`src/rtl/serr_flags.sv`:
```
module serr_flags #(
  parameter int FIFO_DEPTH = 16,
  parameter int REG_W      = 8,
  localparam int LW        = $clog2(FIFO_DEPTH + 1)
) (
  input  logic             clk,
  input  logic             rst_n,
  input  logic [1:0]       mode,
  input  logic             dbuf_en,
  input  logic             rx_fifo_en,
  input  logic             tx_fifo_en,
  input  logic [LW-1:0]    rx_fifo_level,
  input  logic [LW-1:0]    rx_fifo_limit,
  input  logic [LW-1:0]    tx_fifo_level,
  input  logic             rx_buf_full,
  input  logic             tx_buf_full,
  input  logic             tx_shift_idle,
  input  logic             rx_done,
  input  logic             par_bad,
  input  logic             stop_valid,
  input  logic             stop_bit,
  input  logic             xfer_clk,
  input  logic             rd_en,
  output logic [REG_W-1:0] ctrl_rdata
);
  localparam int OVR_BIT = 4;
  localparam int PAR_BIT = 3;
  localparam int FRM_BIT = 2;
  localparam logic [1:0] M_UART = 2'b00;
  localparam logic [1:0] M_SIN  = 2'b01;

  logic ovr_q, par_q, frm_q;

  wire is_uart  = (mode == M_UART);
  wire is_sin   = (mode == M_SIN);
  wire rx_live  = is_uart | is_sin;
  wire par_live = is_uart | (is_sin & dbuf_en);

  wire no_room  = rx_fifo_en ? (rx_fifo_level >= rx_fifo_limit) : rx_buf_full;
  wire tx_dry   = !tx_buf_full && (!tx_fifo_en || tx_fifo_level == '0);

  wire ovr_set  = rx_live & rx_done & no_room;
  wire udr_set  = is_sin & dbuf_en & xfer_clk & tx_shift_idle & tx_dry;
  wire par_set  = is_uart ? par_bad : udr_set;
  wire frm_set  = is_uart & stop_valid & ~stop_bit;

  always_ff @(posedge clk or negedge rst_n) begin
    if (!rst_n) begin
      ovr_q <= 1'b0;
      par_q <= 1'b0;
      frm_q <= 1'b0;
    end else begin
      ovr_q <= rx_live  & (ovr_set | (ovr_q & ~rd_en));
      par_q <= par_live & (par_set | (par_q & ~rd_en));
      frm_q <= is_uart  & (frm_set | (frm_q & ~rd_en));
    end
  end

  always_comb begin
    ctrl_rdata          = '0;
    ctrl_rdata[OVR_BIT] = ovr_q;
    ctrl_rdata[PAR_BIT] = par_q;
    ctrl_rdata[FRM_BIT] = frm_q;
  end
endmodule


```
`config.mk`:
```
export PLATFORM = sky130hd
export DESIGN_NAME = serr_flags
export DESIGN_NICKNAME = d
export VERILOG_FILES = /design/src/rtl/serr_flags.sv
export SDC_FILE = /design/constraint.sdc
export NUM_CORES = 1
export LEC_CHECK = 0
export ABC_AREA = 1
export ABC_CLOCK_PERIOD_IN_PS = 2100
export BUFFER_PORTS_ARGS = -buffer_cell sky130_fd_sc_hd__buf_2
export CELL_PAD_IN_SITES_DETAIL_PLACEMENT = 1
export CELL_PAD_IN_SITES_GLOBAL_PLACEMENT = 1
export CORE_MARGIN = 1
export CORE_UTILIZATION = 22
export CTS_CLUSTER_SIZE = 10
export DETAILED_ROUTE_END_ITERATION = 8
export GPL_ROUTABILITY_DRIVEN = 0
export GPL_TIMING_DRIVEN = 0
export MAX_ROUTING_LAYER = met4
export PLACE_DENSITY = 0.84
export SYNTH_ARGS = -nofsm -noshare
export SYNTH_HDL_FRONTEND = slang
export SYNTH_SLANG_ARGS = --single-unit
```
`constraint.sdc`:
```
create_clock -name clk -period 2.1 [get_ports clk]
set_input_delay 0.105 -clock clk [delete_from_list [all_inputs] [get_ports clk]]
set_output_delay 0.105 -clock clk [all_outputs]
set_load 0.03 [all_outputs]
```
; ---- Word-level counts from Yosys, hierarchy flattened
; Cells that the tools add are included.
; Widths: inputs -> output; s select.
[classes]
n_eq_ne = 1
magnitude_cmp = 1
n_bitwise = 21
n_reduce_logical = 6
mux = 2
[op_table]
columns = cell, n
row1 = $and 1x1->1, 14
row2 = $ge 5x5->1, 1
row3 = $logic_not 5->1, 1
row4 = $or 1x1->1, 5
row5 = $eq 2x1->1 const B, 1
row6 = $logic_not 1->1, 2
row7 = $logic_not 2->1, 1
row8 = $mux 1, 2
row9 = $not 1->1, 2
row10 = $logic_and 1x1->1, 1
row11 = $logic_or 1x1->1, 1
[word_totals]
word_cells = 34
input_bits = 31
regBits = 3
out_inout_bits = 8

; ---- Logic depth before layout (Yosys ltp)
; Gate-level depths: netlist of run 1.
[logic_depth]
word_depth = 8
mapped_depth = 8

; ---- Least setup slack after synthesis of run 1
; No wires, ideal clock.
[synth_path]
path_kind = in2reg
start = in rx_fifo_limit[4]
end = reg ovr_q
cell_stages = 8
setup_time_ns = 0.073
slack_ns = 1.233
arrival_time_ns = 0.794
n_path_buf = 0
required_ns = 2.027
path_cell_list = inv_1 > ha_1 > nand2_1 > nor2_1 > nand2_1 > nand3_1 > nand2_1 > a21oi_2
[synth_between]
elab_chain_len = 5
[synth_rtl]
columns = item, line_no
row1 = from (decl), 13  ; input logic [LW-1:0] rx_fifo_limit,
row2 = $ge 5x5->1, 39  ; wire no_room = rx_fifo_en ? (rx_fifo_level >= rx_fifo_limit) : rx_buf_full;
row3 = $mux 1, 39
row4 = $and 1x1->1, 42  ; wire ovr_set = rx_live & rx_done & no_room;
row5 = $or 1x1->1, 53  ; ovr_q <= rx_live & (ovr_set | (ovr_q & ~rd_en));
row6 = $and 1x1->1, 53
row7 = to (signal assigned), 53
row8 = to (decl), 32  ; logic ovr_q, par_q, frm_q;
; Every way passes these cells.

; ---- Worst setup path in the final report of run 1
[layout_path]
start = reg par_q
end = out ctrl_rdata[3]
[layout_lines]
columns = item, line_no
row1 = from (decl), 32
row2 = from (signal assigned), 54  ; par_q <= par_live & (par_set | (par_q & ~rd_en));
row3 = to (decl), 24  ; output logic [REG_W-1:0] ctrl_rdata
; No word-level cell between the ends.

==> tab_implementation.tex, run 1 <==
\begin{tabular}{lr}
\hline
Metric & Value \\
\hline
\multicolumn{2}{l}{\textbf{Run status}} \\
Run status & finished, final reports clean \\
\multicolumn{2}{l}{\textbf{STA}} \\
Final worst-path cycle share & 47.6\% \\
TNS Setup & 0 ns \\
Minimum clock period after layout & 0.999 ns \\
Largest clock skew in the final design & 0 ns \\
Count of pins over their slew limit & 0 \\
Final setup violation count & 0 \\
Count of final hold-check violations & 0 \\
RSZ-0062 raised after global routing & false \\
Achievable frequency & 1000 MHz \\
\multicolumn{2}{l}{\textbf{Finish}} \\
Final core utilization & 40.3\% \\
Ant diodes & 0 \\
Count of fill cells added during filler insertion & approximately 230 \\
Final instance count without filler cells & 126 \\
Register area & 75.1 sq um \\
Post-layout nets & 139 \\
Most common cell after layout, fill and taps aside & sky130\_fd\_sc\_hd\_\_buf\_2 \\
Commonest non-fill, non-tap cells in the layout & sky130\_fd\_sc\_hd\_\_buf\_2, sky130\_fd\_sc\_hd\_\_nand2\_1, sky130\_fd\_sc\_hd\_\_inv\_1 \\
Multi-input combinational cell area & approximately 220 sq um \\
Syn-to-layout area delta & 62.1\% \\
Layout cell share with drive strength beyond 1 & a little under half \\
\multicolumn{2}{l}{\textbf{CTS}} \\
Buffer cell driving the clock tree root & sky130\_fd\_sc\_hd\_\_clkbuf\_4 \\
Latest clock arrival within the worst-skew pair & 0.23 ns \\
Setup Buffers After CTS & 0 \\
Worst-case clock buffer depth & 2 \\
Count of clock tree sinks & 3 \\
Clk pin slew, worst setup/hold paths & 0.03 ns \\
Clock tree from TritonCTS & done \\
Total CTS buffers & 3 \\
H-Tree Depth & 1 \\
\multicolumn{2}{l}{\textbf{Routing}} \\
Number of DRC violations after detailed-routing iteration 0 & 2 \\
Via count of the routed design & 496 \\
Detailed Route WL & about 1.1 mm \\
Routed WL per cell & 9.06 um \\
Number of iterations in the first detailed-routing pass & 2 \\
Number of vias per cell & roughly 3.9 \\
Count of unresolved DRC violations after routing & 0 \\
Count of nets left with antenna violations after detail routing & 0 \\
\multicolumn{2}{l}{\textbf{Logic synthesis}} \\
Flop and latch count out of synthesis & 3 \\
Total standard cell area after synthesis & 397 sq um \\
Number of distinct library cells after synthesis & 16 \\
Yosys warns & 0 \\
Register area share after synthesis & roughly a fifth \\
Mean area per synthesized cell & 6.61 sq um \\
Number of instances in the synthesized netlist & 60 \\
\multicolumn{2}{l}{\textbf{Setup path}} \\
Startpoint of the worst-slack reg-to-reg timing path & par\_q\$\_DFF\_PN0\_ \\
Kind of end point of the critical path & primary output \\
WP data required & 2.00 ns \\
WS Path Type & flip-flop to primary output \\
Maximum fanout encountered on the critical timing path & 2 \\
Crit. Startpoint & par\_q\$\_DFF\_PN0\_ \\
Data arrival time of the worst path & 0.89 ns \\
Minimum setup slack among reg-to-reg paths & 1.27 ns \\
Setup crit start kind & flip-flop \\
\multicolumn{2}{l}{\textbf{GRT}} \\
First-pass GRT wire length & 1.81 mm \\
Leftover overflow at the end of global routing & 0 \\
GR Util All Layers & 13.3\% \\
Number of antenna violations at the first check in global routing & 0 \\
Largest net degree at the start of global routing & 4 \\
Vias in the first global route & 496 \\
\multicolumn{2}{l}{\textbf{Power}} \\
Worst ir drop on vdd & 130 uV \\
Leakage power summed over all cells & 0.000417 uW \\
Power density cells & 406 nW/um\^{}2 \\
Power Total & roughly 260 uW \\
\multicolumn{2}{l}{\textbf{Floorplanning}} \\
Die Span Y & between 40 and 50 um \\
Io pins & 39 \\
Die width & between 40 and 50 um \\
Starting density of the core & 24.9\% \\
Core ar. & 1590 sq um \\
Die area & just under 2000 sq um \\
Row count & 14 \\
\multicolumn{2}{l}{\textbf{Placement}} \\
Cells after DPL & 121 \\
Quantity of I/O buffers inserted on ports & 33 \\
Estimated wirelength of the detail-placed design & $\sim$1.1 mm \\
\multicolumn{2}{l}{\textbf{Job}} \\
Max-cap violations & 0 \\
\multicolumn{2}{l}{\textbf{Min path}} \\
Hold Startpoint & mode[1] \\
Worst hold-check path type & primary input to flip-flop \\
\hline
\end{tabular}
[final timing paths]
kind | endpoint | cells after the start
max | ctrl_rdata[3] | 2
max in group asynchronous | ovr_q$_DFF_PN0_ | 2
min | ovr_q$_DFF_PN0_ | 2
max reg2reg | par_q$_DFF_PN0_ | 3
min in group asynchronous | frm_q$_DFF_PN0_ | 2
min reg2reg | frm_q$_DFF_PN0_ | 2
[what timing repair did]
action | CTS | global route
setup endpoints to repair | 0 | 0
hold endpoints to repair | 3 | 0
gates resized for setup | 0 | 0
hold buffers | 1 | 0
[routing by layer]
metal | vias to the layer above | GRT usage (%) | routed length [um]
met5 | - | - | 0
met4 | 0 | 12.1 | 44
met3 | 4 | 2.45 | 69
met2 | 23 | 25.6 | 633
met1 | 216 | 10.1 | 394
li1 | 253 | - | -
[cell families (layout without fill, tap and decap cells)]
| kind of cell | after synthesis | count (layout) | share of synthesized area [%] |
|---|---|---|---|
| AOI/OAI and AO/OA | 7 | 7 | 12.6 |
| adders and majority gates | 5 | 5 | 15.8 |
| buffers and inverters | 22 | 60 | 28.4 |
| DFF | 3 | 3 | 18.9 |
| other | 1 | 5 | 0.945 |
| and+or+nand+nor | 22 | 22 | 23.3 |
[synthesized netlist by cell type]
cell type	instances	area (sq um)
sky130_fd_sc_hd__a211oi_1	1	7.51
sky130_fd_sc_hd__a21oi_1	1	5.00
sky130_fd_sc_hd__a21oi_2	1	8.76
sky130_fd_sc_hd__a22o_1	1	8.76
sky130_fd_sc_hd__buf_4	8	60.1
sky130_fd_sc_hd__conb_1	1	3.75
sky130_fd_sc_hd__dfrtp_1	3	75.1
sky130_fd_sc_hd__ha_1	5	62.6
sky130_fd_sc_hd__inv_1	14	52.6
sky130_fd_sc_hd__nand2_1	16	60.1
sky130_fd_sc_hd__nand3_1	1	5.00
sky130_fd_sc_hd__nor2_1	4	15.0
sky130_fd_sc_hd__nor3b_2	1	12.5
sky130_fd_sc_hd__o21a_1	1	7.51
sky130_fd_sc_hd__o21ai_1	1	5.00
sky130_fd_sc_hd__o21bai_1	1	7.51
[power breakdown]
group,switching (uW),internal (uW)
clock,27.2,71.0
sequential,1.50,61.1
combinational,51.7,48.7
total,80.4,181
[layout make-up]
type | instances | share of cell area, %
Buffer | 8 | 9.34
Clock buffer | 4 | 4.09
Inverter | 14 | 8.17
Multi-Input combinational cell | 39 | 34.8
Sequential cell | 3 | 11.7
Tap cell | 24 | 4.67
Timing Repair Buffer | 34 | 27.2
[state kept, by name, summed over array words and instances, names as in the netlist]
name	flops
frm_q	1
ovr_q	1
par_q	1
[critical path, cell delays in order (launching register included)]
cell and delay [ns]:
sky130_fd_sc_hd__dfrtp_1 0.37, sky130_fd_sc_hd__buf_4 0.13, sky130_fd_sc_hd__buf_2 0.16
[metrics by stage]
stage	hold WS [ns]	setup WS, ns	cell area [sq um]
floorplan	-0.191	1.23	412
global placement	-0.0966	1.09	607
detailed placement	-0.0944	1.07	607
CTS	0.0584	1.09	643
global route	0.0602	1.06	643
finish	0.0687	1.10	643
Note: power is estimated with default switching activity, not from simulation.
==> run 2: changes to the inputs <==
- ABC_CLOCK_PERIOD_IN_PS: 2100 -> 1000
- CORE_UTILIZATION: 22 -> 21
- PLACE_DENSITY: 0.84 -> 0.81
- clock period: 2.1 -> 1 ns (I/O delays scaled with it)
==> tab_implementation.tex, run 2 (same netlist as run 1, synthesis figures left out) <==
\begin{tabular}{lr}
\hline
Metric & Value \\
\hline
\multicolumn{2}{l}{\textbf{Run status}} \\
Run status & finished, final reports clean \\
\multicolumn{2}{l}{\textbf{CTS}} \\
H-Tree Depth & 1 (unchanged) \\
Worst-case clock buffer depth & 2 (unchanged) \\
Post\_cts resized & 0 (unchanged) \\
Buffer cell driving the clock tree root & sky130\_fd\_sc\_hd\_\_clkbuf\_4 \\
Clk pin slew, worst setup/hold paths & 0.04 ns (about the same) \\
Post-cts hold buffer count & 2 (+1) \\
Latest clock arrival within the worst-skew pair & 0.24 ns (about the same) \\
Total CTS buffers & 3 (unchanged) \\
Count of clock tree sinks & 3 (unchanged) \\
Setup Buffers After CTS & 0 (unchanged) \\
Clock tree from TritonCTS & done \\
\multicolumn{2}{l}{\textbf{Setup path}} \\
Setup crit start kind & flip-flop \\
R2R depth & 3 (unchanged) \\
Critical-path cell with the highest stage delay & sky130\_fd\_sc\_hd\_\_dfrtp\_1 \\
Delay of the slowest cell on the worst path & 0.37 ns (about the same) \\
Kind of end point of the critical path & primary output \\
WP data required & 0.95 ns (-1.05 ns) \\
Total number of cells along the worst setup path & 2 (unchanged) \\
Data arrival time of the worst path & 0.90 ns (about the same) \\
Maximum fanout encountered on the critical timing path & 2 (unchanged) \\
Buffering stage count on the worst path with inverters included & 2 (unchanged) \\
Critical path, cell by cell & buf\_4, buf\_2 \\
Crit-path leading delay family & flip-flops \\
WS Path Type & flip-flop to primary output \\
\multicolumn{2}{l}{\textbf{Placement}} \\
Quantity of I/O buffers inserted on ports & 33 (unchanged) \\
Estimated wirelength of the detail-placed design & 1.04 mm (-2.1\%) \\
Cells after DPL & 122 (+0.83\%) \\
\multicolumn{2}{l}{\textbf{Finish}} \\
Register area & 75.1 sq um (unchanged) \\
Most common cell after layout, fill and taps aside & sky130\_fd\_sc\_hd\_\_buf\_2 \\
Syn-to-layout area delta & 65.0\% \\
Final instance count without filler cells & 128 (+1.6\%) \\
Ant diodes & 0 (unchanged) \\
Commonest non-fill, non-tap cells in the layout & sky130\_fd\_sc\_hd\_\_buf\_2, sky130\_fd\_sc\_hd\_\_nand2\_1, sky130\_fd\_sc\_hd\_\_inv\_1 \\
Multi-input combinational cell area & 224 sq um (unchanged) \\
Post-layout nets & 140 (+0.72\%) \\
Count of fill cells added during filler insertion & 240 (+6.2\%) \\
Layout cell share with drive strength beyond 1 & 44.7\% (-0.44 points) \\
Largest registers & frm\_q: 1 flops, ovr\_q: 1 flops, par\_q: 1 flops \\
\multicolumn{2}{l}{\textbf{GRT}} \\
Vias in the first global route & 519 (+4.6\%) \\
First-pass GRT wire length & 1.92 mm (+6.1\%) \\
Largest net degree at the start of global routing & 4 (unchanged) \\
Leftover overflow at the end of global routing & 0 (unchanged) \\
GR Util All Layers & 13.6\% (+0.25 points) \\
Number of antenna violations at the first check in global routing & 0 (unchanged) \\
\multicolumn{2}{l}{\textbf{Routing}} \\
Count of unresolved DRC violations after routing & 0 (unchanged) \\
Number of iterations in the first detailed-routing pass & 1 (-1) \\
Count of nets left with antenna violations after detail routing & 0 (unchanged) \\
Number of DRC violations after detailed-routing iteration 0 & 0 (-2) \\
Detailed Route WL & 1.20 mm (+5.0\%) \\
Routed WL per cell & 9.36 um (+3.4\%) \\
Number of vias per cell & 4.00 (+1.6\%) \\
Via count of the routed design & 512 (+3.2\%) \\
\multicolumn{2}{l}{\textbf{Floorplanning}} \\
Starting density of the core & 22.7\% (-2.2 points) \\
Die area & 2070 sq um (+4.5\%) \\
Die Span Y & 45.5 um (+2.2\%) \\
Io pins & 39 (unchanged) \\
Die width & 45.5 um (+2.2\%) \\
Row count & 15 (+1) \\
Core ar. & 1750 sq um (+9.5\%) \\
\multicolumn{2}{l}{\textbf{STA}} \\
Minimum clock period after layout & 0.955 ns \\
TNS Setup & 0 ns (unchanged) \\
Largest clock skew in the final design & 0 ns (unchanged) \\
Count of pins over their slew limit & 0 (unchanged) \\
Final worst-path cycle share & 95.5\% \\
Count of final hold-check violations & 0 (unchanged) \\
Final setup violation count & 0 (unchanged) \\
RSZ-0062 raised after global routing & false \\
Achievable frequency & roughly 1000 MHz \\
\multicolumn{2}{l}{\textbf{Power}} \\
Leakage power summed over all cells & 0.000421 uW (+1.0\%) \\
Power density cells & 866 nW/um\^{}2 (+110\%) \\
Worst ir drop on vdd & 185 uV (+42\%) \\
\multicolumn{2}{l}{\textbf{Job}} \\
Max-cap violations & 0 (unchanged) \\
\multicolumn{2}{l}{\textbf{Min path}} \\
Cell depth of the worst hold path & 2 (unchanged) \\
Worst hold-check path type & primary input to flip-flop \\
\hline
\end{tabular}
-- run 2: final cells by class --
| class | instances | share of cell area [%] |
|---|---|---|
| flip-flops and latches | 3 | 11.5 |
| clock buffers | 4 | 4.02 |
| plain buffers | 8 | 9.18 |
| repair buffers | 35 | 28.3 |
| well taps | 25 | 4.78 |
| multi-input cells | 39 | 34.2 |
| inverters | 14 | 8.03 |
-- run 2: final timing paths --
| check | from | end | slack, ns |
|---|---|---|---|
| max | ovr_q$_DFF_PN0_ | ctrl_rdata[4] | 0.05 |
| min | mode[0] | frm_q$_DFF_PN0_ | 0.02 |
| max reg2reg | par_q$_DFF_PN0_ | par_q$_DFF_PN0_ | 0.22 |
| min reg2reg | frm_q$_DFF_PN0_ | frm_q$_DFF_PN0_ | 0.54 |
| max in group asynchronous | rst_n | frm_q$_DFF_PN0_ | 0.76 |
| min in group asynchronous | rst_n | par_q$_DFF_PN0_ | 0.13 |
-- run 2: through the flow --
stage / utilization, % / hold slack, ns / instance area [sq um] / setup WS [ns] / total power, uW
after global placement: 34.8 / -0.152 / 608 / 0.0464 / 331
final: 37.5 / 0.0184 / 654 / 0.0454 / 567
after global routing: 37.5 / 0.0159 / 654 / 0.0116 / 616
after CTS: 37.5 / 0.0129 / 654 / 0.0333 / 580
after detailed placement: 34.8 / -0.150 / 608 / 0.0193 / 341
after floorplan: - / -0.246 / 412 / 0.188 / 257
-- run 2: routing by layer --
| metal | vias to the layer above | routed length [um] | track usage [%] |
|---|---|---|---|
| li1 | 254 | - | - |
| met1 | 227 | 385 | 11.0 |
| met2 | 27 | 678 | 26.3 |
| met3 | 4 | 101 | 2.38 |
| met4 | 0 | 33 | 10.3 |
| met5 | - | 0 | - |
-- run 2: report_power, final --
group	switching, uW	total [uW]	leakage [uW]	internal, uW
clock network	72.3	222	0.0000150	150
logic	108	213	0.000366	105
registers	3.22	131	0.0000405	128
==> run 3: changes to the inputs <==
- ABC_CLOCK_PERIOD_IN_PS: 1000 -> 1110
- CORE_UTILIZATION: 21 -> 22
- PLACE_DENSITY: 0.81 -> unset
- PLACE_DENSITY_LB_ADDON: unset -> 0.1
- REMOVE_ABC_BUFFERS: unset -> 1
- clock period: 1 -> 1.11 ns (I/O delays scaled with it)
==> tab_implementation.tex, run 3 (same netlist as run 1, synthesis figures left out) <==
\begin{tabular}{lr}
\hline
Metric & Value \\
\hline
\multicolumn{2}{l}{\textbf{Run status}} \\
Run status & finished, final reports clean \\
\multicolumn{2}{l}{\textbf{Finish}} \\
Count of fill cells added during filler insertion & 229 (-4.6\%) \\
Post-layout nets & 132 (-5.7\%) \\
Ant diodes & 0 (unchanged) \\
Syn-to-layout area delta & 49.5\% \\
Largest registers & frm\_q: 1 flops, ovr\_q: 1 flops, par\_q: 1 flops \\
Cell area after layout & 593 sq um (-9.4\%) \\
Most common cell after layout, fill and taps aside & sky130\_fd\_sc\_hd\_\_buf\_2 \\
Commonest non-fill, non-tap cells in the layout & sky130\_fd\_sc\_hd\_\_buf\_2, sky130\_fd\_sc\_hd\_\_nand2\_1, sky130\_fd\_sc\_hd\_\_inv\_1 \\
Layout cell share with drive strength beyond 1 & 40.0\% (-4.7 points) \\
\multicolumn{2}{l}{\textbf{GRT}} \\
First-pass GRT wire length & 1.56 mm (-19\%) \\
Most Used Layer, Global Route & met2 \\
GR Util All Layers & 11.3\% (-2.3 points) \\
Leftover overflow at the end of global routing & 0 (unchanged) \\
Global Route met1 Usage & 11.0\% (+0.077 points) \\
Largest net degree at the start of global routing & 4 (unchanged) \\
Vias in the first global route & 429 (-17\%) \\
Global-route met2 utilization & 20.0\% (-6.3 points) \\
Met3 track demand over resource in global routing & 2.45\% (+0.068 points) \\
Number of antenna violations at the first check in global routing & 0 (unchanged) \\
\multicolumn{2}{l}{\textbf{CTS}} \\
H-Tree Depth & 1 (unchanged) \\
Post-cts hold buffer count & 2 (unchanged) \\
Total CTS buffers & 3 (unchanged) \\
Worst-case clock buffer depth & 2 (unchanged) \\
Clk pin slew, worst setup/hold paths & 0.04 ns (about the same) \\
Post\_cts resized & 0 (unchanged) \\
Count of clock tree sinks & 3 (unchanged) \\
Setup Buffers After CTS & 0 (unchanged) \\
Latest clock arrival within the worst-skew pair & 0.23 ns (about the same) \\
Clock tree from TritonCTS & done \\
Buffer cell driving the clock tree root & sky130\_fd\_sc\_hd\_\_clkbuf\_4 \\
\multicolumn{2}{l}{\textbf{Routing}} \\
Number of iterations in the first detailed-routing pass & 2 (+1) \\
Routed WL per cell & 7.53 um (-20\%) \\
Via count of the routed design & 448 (-13\%) \\
Detailed Route WL & 896 um (-25\%) \\
Number of DRC violations after detailed-routing iteration 0 & 1 (+1) \\
Number of vias per cell & 3.76 (-5.9\%) \\
Count of nets left with antenna violations after detail routing & 0 (unchanged) \\
Count of unresolved DRC violations after routing & 0 (unchanged) \\
\multicolumn{2}{l}{\textbf{Job}} \\
Max-cap violations & 0 (unchanged) \\
\multicolumn{2}{l}{\textbf{Setup path}} \\
Buffering stage count on the worst path with inverters included & 1 (-1) \\
Critical path, cell by cell & buf\_2 \\
WS Path Type & flip-flop to primary output \\
Maximum fanout encountered on the critical timing path & 2 (unchanged) \\
Data arrival time of the worst path & 0.77 ns (-0.13 ns) \\
Crit-path leading delay family & flip-flops \\
Delay of the slowest cell on the worst path & 0.36 ns (about the same) \\
Minimum setup slack among reg-to-reg paths & 0.34 ns (+0.12 ns) \\
Endpoint of the lowest-slack register-to-register path & par\_q\$\_DFF\_PN0\_ \\
Critical-path cell with the highest stage delay & sky130\_fd\_sc\_hd\_\_dfrtp\_1 \\
R2R depth & 3 (unchanged) \\
WP data required & 1.05 ns (+0.10 ns) \\
Kind of end point of the critical path & primary output \\
Startpoint of the worst-slack reg-to-reg timing path & par\_q\$\_DFF\_PN0\_ \\
Setup crit start kind & flip-flop \\
\multicolumn{2}{l}{\textbf{Power}} \\
Clock network fraction of design power & 40.6\% (+1.4 points) \\
Power density cells & 803 nW/um\^{}2 (-7.3\%) \\
Sequential power share & 24.7\% (+1.5 points) \\
Leakage power summed over all cells & 0.000378 uW (-10\%) \\
Internal power summed over all cells & 326 uW (-15\%) \\
Worst ir drop on vdd & 230 uV (+25\%) \\
Fraction of power spent switching nets & 31.5\% (-0.96 points) \\
Comb power frac & 34.6\% (-3.0 points) \\
Net load switching power & 150 uW (-18\%) \\
\multicolumn{2}{l}{\textbf{Min path}} \\
Hold Startpoint & mode[0] \\
Worst hold-check path type & primary input to flip-flop \\
Hold Path End & frm\_q\$\_DFF\_PN0\_ \\
Cell depth of the worst hold path & 2 (unchanged) \\
\multicolumn{2}{l}{\textbf{Placement}} \\
Cell Area, Placed & 547 sq um (-10\%) \\
Estimated wirelength of the detail-placed design & 827 um (-20\%) \\
Quantity of I/O buffers inserted on ports & 33 (unchanged) \\
\multicolumn{2}{l}{\textbf{Floorplanning}} \\
Starting density of the core & 24.9\% (+2.2 points) \\
Die Span Y & 44.5 um (-2.2\%) \\
Io pins & 39 (unchanged) \\
Core ar. & 1590 sq um (-8.7\%) \\
Die width & 44.5 um (-2.2\%) \\
Die area & 1980 sq um (-4.4\%) \\
Row count & 14 (-1) \\
\multicolumn{2}{l}{\textbf{STA}} \\
Count of final hold-check violations & 0 (unchanged) \\
RSZ-0062 raised after global routing & false \\
Minimum clock period after layout & 0.829 ns \\
Largest clock skew in the final design & 0 ns (unchanged) \\
Final setup violation count & 0 (unchanged) \\
Count of pins over their slew limit & 0 (unchanged) \\
Achievable frequency & 1210 MHz \\
Final worst-path cycle share & around three quarters \\
TNS Setup & 0 ns (unchanged) \\
\hline
\end{tabular}
[run 3: how the worst max path moves through the flow]
| stage | from | to | slack [ns] | cells after the start |
|---|---|---|---|---|
| after floorplan | par_q$_DFF_PN0_ | par_q$_DFF_PN0_ | 0.20 | 3 |
| after global placement | rx_fifo_limit[4] | ovr_q$_DFF_PN0_ | 0.13 | 9 |
| after detailed placement | rx_fifo_limit[4] | ovr_q$_DFF_PN0_ | 0.12 | 9 |
| after CTS | ovr_q$_DFF_PN0_ | ctrl_rdata[4] | 0.27 | 1 |
| after global routing | rx_fifo_limit[4] | ovr_q$_DFF_PN0_ | 0.25 | 9 |
| final | ovr_q$_DFF_PN0_ | ctrl_rdata[4] | 0.28 | 1 |
[run 3: per-stage QoR]
step	util, %	hold WS (ns)	instances	setup WS, ns	total power, uW
finish	37.2	0.00928	119	0.281	476
global route	37.2	0.0278	119	0.245	516
floorplan	-	-0.240	56	0.200	210
detailed placement	34.3	-0.143	113	0.125	282
global placement	34.3	-0.146	113	0.134	278
CTS	37.2	0.00277	119	0.269	491
[run 3: cell type report]
cell class	count	area [sq um]	area share, %
timing repair buffer	35	185	31.2
tap	24	30.0	5.06
clock buffer	4	26.3	4.43
inverter	14	52.6	8.86
multi-input combinational	39	224	37.8
sequential	3	75.1	12.7
[run 3: power by group through the flow]
stage                     sequential [uW]  clock (uW)  combinational, uW
after floorplan                       131           0               79.4
after global placement                119           0                159
after detailed placement              119           0                163
after CTS                             118         204                169
after global routing                  118         205                193
final                                 118         193                165
[run 3: per-layer routing]
metal | part of all wire, % | up-vias | routed length [um]
met3 | 6.4 | 4 | 57
met4 | 2.6 | 0 | 23
li1 | - | 238 | -
met1 | 38 | 185 | 342
met2 | 53 | 21 | 472
met5 | 0 | - | 0
